`src/rtl/tick_irq_pkg.sv`:
```
package tick_irq_pkg;

    typedef enum logic [1:0] {
        SRC_TICK64 = 2'd0,
        SRC_SEC    = 2'd1,
        SRC_MIN    = 2'd2,
        SRC_HOUR   = 2'd3
    } src_sel_e;

    typedef struct packed {
        src_sel_e sel;
        logic     latched;
        logic     gate;
    } ctrl_t;

    typedef struct packed {
        logic hour;
        logic min;
        logic sec;
        logic tick64;
    } strobes_t;

    localparam ctrl_t CTRL_RESET = '{sel: SRC_TICK64, latched: 1'b0, gate: 1'b1};

    function automatic ctrl_t decode_ctrl(input logic [3:0] raw);
        ctrl_t c;
        c.sel     = src_sel_e'(raw[3:2]);
        c.latched = raw[1];
        c.gate    = raw[0];
        return c;
    endfunction

    function automatic logic pick_strobe(input strobes_t s, input src_sel_e sel);
        logic r;
        unique case (sel)
            SRC_TICK64: r = s.tick64;
            SRC_SEC:    r = s.sec;
            SRC_MIN:    r = s.min;
            SRC_HOUR:   r = s.hour;
            default:    r = 1'b0;
        endcase
        return r;
    endfunction

endpackage

```
`src/rtl/tick_irq_src_sel.sv`:
```
module tick_irq_src_sel
    import tick_irq_pkg::*;
(
    input  strobes_t strobes_i,
    input  src_sel_e sel_i,
    output logic     event_o
);
    always_comb begin
        event_o = pick_strobe(strobes_i, sel_i);
    end
endmodule

```
`src/rtl/tick_irq_pulse_timer.sv`:
```
module tick_irq_pulse_timer #(
    parameter int PULSE_CYC = 16,
    parameter int CNT_W     = $clog2(PULSE_CYC + 1)
) (
    input  logic             clk,
    input  logic             rst,
    input  logic             load_i,
    input  logic             run_i,
    output logic             expire_o,
    output logic [CNT_W-1:0] count_o
);
    localparam logic [CNT_W-1:0] RELOAD = CNT_W'(PULSE_CYC - 1);

    logic [CNT_W-1:0] cnt_q;

    always_ff @(posedge clk) begin
        if (rst) begin
            cnt_q <= '0;
        end else if (load_i) begin
            cnt_q <= RELOAD;
        end else if (run_i && cnt_q != '0) begin
            cnt_q <= cnt_q - 1'b1;
        end
    end

    assign expire_o = run_i && (cnt_q == '0) && !load_i;
    assign count_o  = cnt_q;
endmodule

```
`src/rtl/tick_irq_flag.sv`:
```
module tick_irq_flag (
    input  logic clk,
    input  logic rst,
    input  logic event_i,
    input  logic sw_clear_i,
    input  logic expire_i,
    output logic flag_o
);
    logic flag_q;

    always_ff @(posedge clk) begin
        if (rst) begin
            flag_q <= 1'b0;
        end else if (event_i) begin
            flag_q <= 1'b1;
        end else if (sw_clear_i || expire_i) begin
            flag_q <= 1'b0;
        end
    end

    assign flag_o = flag_q;
endmodule

```
`src/rtl/tick_irq_gen.sv`:
```
module tick_irq_gen
    import tick_irq_pkg::*;
#(
    parameter int PULSE_CYC = 16
) (
    input  logic       clk,
    input  logic       rst,
    input  logic       tick64_i,
    input  logic       sec_carry_i,
    input  logic       min_carry_i,
    input  logic       hour_carry_i,
    input  logic       ctrl_wr_i,
    input  logic [3:0] ctrl_wdata_i,
    input  logic       flag_wr_i,
    input  logic       flag_wdata_i,
    output logic       flag_o,
    output logic       irq_n_o,
    output logic       irq_oe_o
);
    localparam int CNT_W = $clog2(PULSE_CYC + 1);

    ctrl_t            ctrl_q;
    strobes_t         strobes;
    logic             event_sel;
    logic             sw_clear;
    logic             expire;
    logic             flag_q;
    logic             run_pulse;
    logic             line_active;
    logic [CNT_W-1:0] pulse_cnt;

    always_ff @(posedge clk) begin
        if (rst) begin
            ctrl_q <= CTRL_RESET;
        end else if (ctrl_wr_i) begin
            ctrl_q <= decode_ctrl(ctrl_wdata_i);
        end
    end

    always_comb begin
        strobes.tick64 = tick64_i;
        strobes.sec    = sec_carry_i;
        strobes.min    = min_carry_i;
        strobes.hour   = hour_carry_i;
    end

    tick_irq_src_sel u_src (
        .strobes_i (strobes),
        .sel_i     (ctrl_q.sel),
        .event_o   (event_sel)
    );

    assign sw_clear  = flag_wr_i && !flag_wdata_i;
    assign run_pulse = flag_q && !ctrl_q.latched;

    tick_irq_pulse_timer #(
        .PULSE_CYC (PULSE_CYC),
        .CNT_W     (CNT_W)
    ) u_timer (
        .clk      (clk),
        .rst      (rst),
        .load_i   (event_sel),
        .run_i    (run_pulse),
        .expire_o (expire),
        .count_o  (pulse_cnt)
    );

    tick_irq_flag u_flag (
        .clk        (clk),
        .rst        (rst),
        .event_i    (event_sel),
        .sw_clear_i (sw_clear),
        .expire_i   (expire),
        .flag_o     (flag_q)
    );

    assign line_active = flag_q && !ctrl_q.gate;
    assign flag_o      = flag_q;
    assign irq_oe_o    = line_active;
    assign irq_n_o     = !line_active;
endmodule

```
`config.mk`:
```
export PLATFORM = sky130hd
export DESIGN_NAME = tick_irq_gen
export DESIGN_NICKNAME = d
export VERILOG_FILES = /design/src/rtl/tick_irq_pkg.sv /design/src/rtl/tick_irq_src_sel.sv /design/src/rtl/tick_irq_pulse_timer.sv /design/src/rtl/tick_irq_flag.sv /design/src/rtl/tick_irq_gen.sv
export SDC_FILE = /design/constraint.sdc
export NUM_CORES = 1
export LEC_CHECK = 0
export CAP_MARGIN = 40
export CORE_AREA = 2 2 39 41
export CTS_BUF_LIST = sky130_fd_sc_hd__clkbuf_4 sky130_fd_sc_hd__clkbuf_8
export DETAILED_ROUTE_END_ITERATION = 7
export DIE_AREA = 0 0 41 43
export PLACE_DENSITY_LB_ADDON = 0.05
export SLEW_MARGIN = 20
export SYNTH_ARGS = -nofsm -noshare
export SYNTH_HDL_FRONTEND = slang
export SYNTH_SLANG_ARGS = --single-unit
```
`constraint.sdc`:
```
create_clock -name clk -period 2.94 [get_ports clk]
set_input_delay 0.588 -clock clk [delete_from_list [all_inputs] [get_ports clk]]
set_output_delay 0.588 -clock clk [all_outputs]
set_load 0.02 [all_outputs]
```
==> metrics.txt, run 1 <==
Buffers on Ports=15; post-synth top area share=38.7%; final hold viol count=0; I/O pin cnt=16; DR vias/cell=5.15; Core ar.=1380 µm²; Crit Path Max Fanout=5; Final Wtd Congestion=0.711; ANT nets after route=0; RSZ-0062 raised after global routing=false; proportion of layout cells with a drive suffix above 1=7.04%; Hold Path Class=register to register; Yosys reg bits=10; initial DRC count=5; VDD IR-drop max=0.227 mV; crit path launch type=register; root buf cell=clkbuf_4; area grow syn2layout=35.1%; P_leak=0.000307 µW; PwrDens=476 nW/µm²; leading area contributor after synthesis=dfxtp_1; Min-Delay Endpoint=ctrl_q[0]; # DRC=0; synth warn=0; commonest non-fill, non-tap cells in the layout=clkdlybuf4s50_1 (15), dfxtp_1 (10), inv_1 (6), mux2i_1 (6); syn_nets=71; Final nets=88; CP endpoint kind=output pin; Post-CTS Setup Inserts=0; Die Y=43 µm; clock group share of total power=27.6%; average wire per standard cell=12.6 µm; DR vias=448; Worst Path Required=2350 ps; Final setup viols=0; r2r worst-path depth=5; Die ar.=1760 µm²; Slew @ Worst Pin=483 ps; Longest Clk Path Bufs=2; vias in the first global route=436; Cells after DPL=84; remaining global-route overflow=0; pin count of the biggest net entering global routing=11; Critical R2R Capture=u_timer.count_o[0]; Worst-path clk slew=60 ps; Tot GR Track Use=15.2%; Pint=240 µW; hold path start=ctrl_q[0]; H-tree depth=1; Seq pwr share=47.5%; period utilization=67.3%; Slew Limit Headroom=67.8%; Switch Pwr=92.7 µW; FF+latch area=200 µm²; syn avg cell area=9.23 µm²; Post-Layout Cell Count=87; commonest non-fill, non-tap cell in the layout=clkdlybuf4s50_1; Final HPWL DP=805 µm; Initial Util=37.3%; post-synthesis sequential area ratio=38.7%; hold_buf cts=0; skew final=2.86 ps; initial antenna violation count=0; Worst-Skew Late Latency=260 ps; Die X-Extent=41 µm; fill cell count=151; PostCTS Resize Cnt=0; outcome=complete, no violations; unique cell type count in the Yosys netlist=28; CTS Buf Count=3; worst hold slack=474 ps; area occupied by multi-input gates=283 µm²; post-route total power=333 µW; arrival time worst endpoint=1390 ps; std cell rows=14; first-pass GRT wire length=1740 µm; DRT Pass-1 Iters=2; count of max-cap constraint violations=0; final max-slew violation count=0; Cell Area, Synth=517 µm²; total wire length=1100 µm; setup TNS=0 ps; reg-to-reg startpoint=u_timer.count_o[0]; TritonCTS Sinks=10; FF-to-FF setup slack=1330 ps; critical path class=register to output pin; top cells by area, synth=dfxtp_1 (39%), mux2i_1 (12%), ha_1 (4.8%); Mapped Cells=56; Comb power frac=24.9%; CTS tree=built; Diodes inserted=0; WHS Path Cells=2; Final min period=1980 ps; Sw Ratio=27.9%; fmax=505 MHz
[area by class of cell]
type,count,share of cell area (%)
multi-input combinational,37,40.5
sequential,10,28.7
timing repair buffer,15,21.5
clock buffer,3,3.23
inverter,6,3.23
tap,16,2.87
[metrics by stage]
| step | utilization (%) | area, µm² | setup slack [ps] |
|---|---|---|---|
| after floorplan | - | 517 | 1480 |
| after global placement | 48.8 | 676 | 1250 |
| after detailed placement | 48.8 | 676 | 1240 |
| after CTS | 50.5 | 698 | 950 |
| after global routing | 50.5 | 698 | 880 |
| final | 50.5 | 698 | 960 |
[logic make-up after synthesis]
| kind of cell | after synthesis | share of synthesized area (%) |
|---|---|---|
| and+or+nand+nor | 15 | 17.4 |
| AOI/OAI and AO/OA | 13 | 18.6 |
| DFF | 10 | 38.7 |
| buffers and inverters | 9 | 6.54 |
| muxes | 7 | 13.8 |
| adders and majority gates | 2 | 4.84 |
[power groups by stage]
stage	clock (µW)	combinational, µW	sequential (µW)
finish	91.9	82.8	158
CTS	96.2	83.2	158
global placement	0	82.4	161
floorplan	0	51.4	160
detailed placement	0	82.6	161
global route	103	90.7	159
[cell usage after synthesis (all sizes together)]
library cell,count
clkbuf,2
nor3,1
inv,6
nor2,3
or2,1
ha,2
nor4,1
o211a,1
a21o,1
o21a,1
a31oi,3
dfxtp,10
a31o,1
nand2b,2
o2111ai,1
mux2i,6
a21bo,1
nand2,2
buf,1
or4b,1
o221ai,1
mux2,1
a21oi,2
nand4b,1
nand3,1
nor2b,1
o22ai,1
nand3b,1
[worst max-delay path, cell delays in order, from the launching register on]
cell and delay [ps]:
dfxtp_1 390, nand2b_1 90, inv_1 60, clkdlybuf4s50_1 590
[how the worst max path moves through the flow]
stage                   from                 end  cells after the start  slack (ps)
2_1_floorplan  u_flag.flag_o            irq_oe_o                      2        1480
3_3_place_gp     sec_carry_i  u_timer.count_o[0]                      4        1250
3_5_place_dp     min_carry_i  u_timer.count_o[0]                      4        1240
4_1_cts        u_flag.flag_o            irq_oe_o                      3         950
5_1_grt        u_flag.flag_o            irq_oe_o                      3         880
6_report       u_flag.flag_o            irq_oe_o                      3         960
[registers in the layout, summed over array words and instances, names as in the netlist]
name             count
u_flag.flag_o        1
u_timer.count_o      5
ctrl_q               4
[routing by layer]
layer  vias to the layer above  share of wire (%)  wire length (µm)  global-route usage, %
met2                        13                 43               474                   21.3
met1                       200                 47               514                   18.7
met4                         0                2.4                26                   10.0
li1                        231                  -                 -                      -
met3                         4                7.5                82                   5.24
met5                         -                  0                 0                      0
Note: power is estimated with default switching activity, not from simulation.
==> inputs of run 2 (changes only) <==
==> constraint.sdc (replaced) <==
create_clock -name clk -period 1.7 [get_ports clk]
set_input_delay 0.34 -clock clk [delete_from_list [all_inputs] [get_ports clk]]
set_output_delay 0.34 -clock clk [all_outputs]
set_load 0.02 [all_outputs]
==> run 2 against run 1 <==
Clock skew hardly changed. Total power is 72% higher. First-iteration DRC count stayed put. Clock power is 69% higher. Sequential share of layout area is 0.052 points higher. Critical endpoint is now irq_n_o. Largest cell class unchanged.
==> metrics.txt, run 2 (synthesis results as in run 1) <==
outcome=complete, no violations; commonest non-fill, non-tap cell in the layout=clkdlybuf4s50_1; CP max-delay cell=clkdlybuf4s50_1; DR vias=439; setup TNS=0 ps; Core ar.=1380 µm²; Final min period=1630 ps; average wire per standard cell=12.6 µm; final hold viol count=0; first-pass GRT wire length=1790 µm; initial DRC count=5; Slew @ Worst Pin=486 ps; Die ar.=1760 µm²; worst setup path startpoint=u_flag.flag_o; Diodes inserted=0; count of max-cap constraint violations=0; P_leak=0.000311 µW; hold path start=ctrl_q[0]; proportion of layout cells with a drive suffix above 1=7.04%; RSZ-0062 raised after global routing=false; CP peak stage delay=600 ps; total wire length=1090 µm; worst hold slack=471 ps; Min-Delay Endpoint=ctrl_q[0]; Buffers on Ports=15; Tot GR Track Use=14.7%; final max-slew violation count=0; CTS tree=built; fmax=613 MHz; period utilization=95.9%; pin count of the biggest net entering global routing=11; arrival time worst endpoint=1290 ps; Final nets=88; DRT Pass-1 Iters=2; Slew Limit Headroom=67.6%; DP Worst Slack=182 ps; Final Wtd Congestion=0.721; area grow syn2layout=34.9%; setup ws final=69.8 ps; FF+latch area=200 µm²; Crit Path Max Fanout=5; Longest Clk Path Bufs=2; skew final=2.96 ps; Worst Path Required=1360 ps; critical path class=register to output pin; root buf cell=clkbuf_4; CP endpoint kind=output pin; ANT nets after route=0; hold_buf cts=0; Initial Util=37.3%; Critical R2R Capture=u_timer.count_o[0]; std cell rows=14; CTS Buf Count=3; remaining global-route overflow=0; VDD IR-drop max=0.389 mV; I/O pin cnt=16; r2r worst-path depth=5; PwrDens=822 nW/µm²; TritonCTS Sinks=10; commonest non-fill, non-tap cells in the layout=clkdlybuf4s50_1 (14), dfxtp_1 (10), inv_1 (6), mux2i_1 (6); Final setup viols=0; reg-to-reg startpoint=u_timer.count_o[0]; flip-flop count of the largest register after layout=5; Die X-Extent=41 µm; WHS Path Cells=2; FF-to-FF setup slack=160 ps; fill cell count=154; DR vias/cell=5.05; Die Y=43 µm; area occupied by multi-input gates=283 µm²; Worst-path clk slew=60 ps; vias in the first global route=431; crit path launch type=register; initial antenna violation count=0; Hold Path Class=register to register; Worst-Skew Late Latency=260 ps; CP cell instances=nand2b_1 -> clkdlybuf4s50_1; H-tree depth=1; # DRC=0
run 2: cell types whose count changed in the layout (fill, tap and decap cells not counted):
cell             change
dlygate4sd2_1        +1
clkdlybuf4s50_1      -1
run 2: cell type report:
| cell class | count | area share (%) |
|---|---|---|
| Multi-Input combinational cell | 37 | 40.6 |
| Inverter | 6 | 3.23 |
| Tap cell | 16 | 2.87 |
| Clock buffer | 3 | 3.23 |
| Timing Repair Buffer | 15 | 21.4 |
| Sequential cell | 10 | 28.7 |
run 2: routing by layer:
layer  part of all wire, %  vias to the layer above  GRT usage (%)
li1                      -                      232              -
met1                    50                      194           19.5
met2                    43                       11           22.2
met3                   6.3                        2           1.57
met4                  0.46                        0           8.00
met5                     0                        -              0
run 2: how the worst max path moves through the flow:
stage,endpoint,slack (ps),depth (start not counted)
3_5_place_dp,u_timer.count_o[0],180,5
4_1_cts,irq_n_o,60,2
3_3_place_gp,u_timer.count_o[0],210,5
6_report,irq_n_o,70,2
5_1_grt,irq_n_o,20,2
2_1_floorplan,u_timer.count_o[0],270,5
run 2: report_power, final:
part           switching (µW)  total [µW]  internal, µW
logic                    66.0         143          77.2
clock network            73.8         155          81.5
registers                18.7         274           255
total                     159         573           414
run 2: critical path, delay by kind of cell (launching register included):
family                 cells  cell delay [ps]
flip-flops                 1              340
buffers and inverters      1              600
AND/OR/NAND/NOR            1               90
run 2: repair_timing:
item / in CTS / in global routing
hold endpoints to repair: 0 / 0
setup buffers: 0 / 0
setup endpoints to repair: 1 / 0
resized for setup: 1 / 0
run 2: metrics by stage:
stage	cells	instance area, µm²	total power, µW	util, %
CTS	87	697	575	50.4
detailed placement	84	676	421	48.8
global placement	84	676	422	48.8
floorplan	56	517	366	-
global route	87	697	608	50.4
finish	87	697	573	50.4
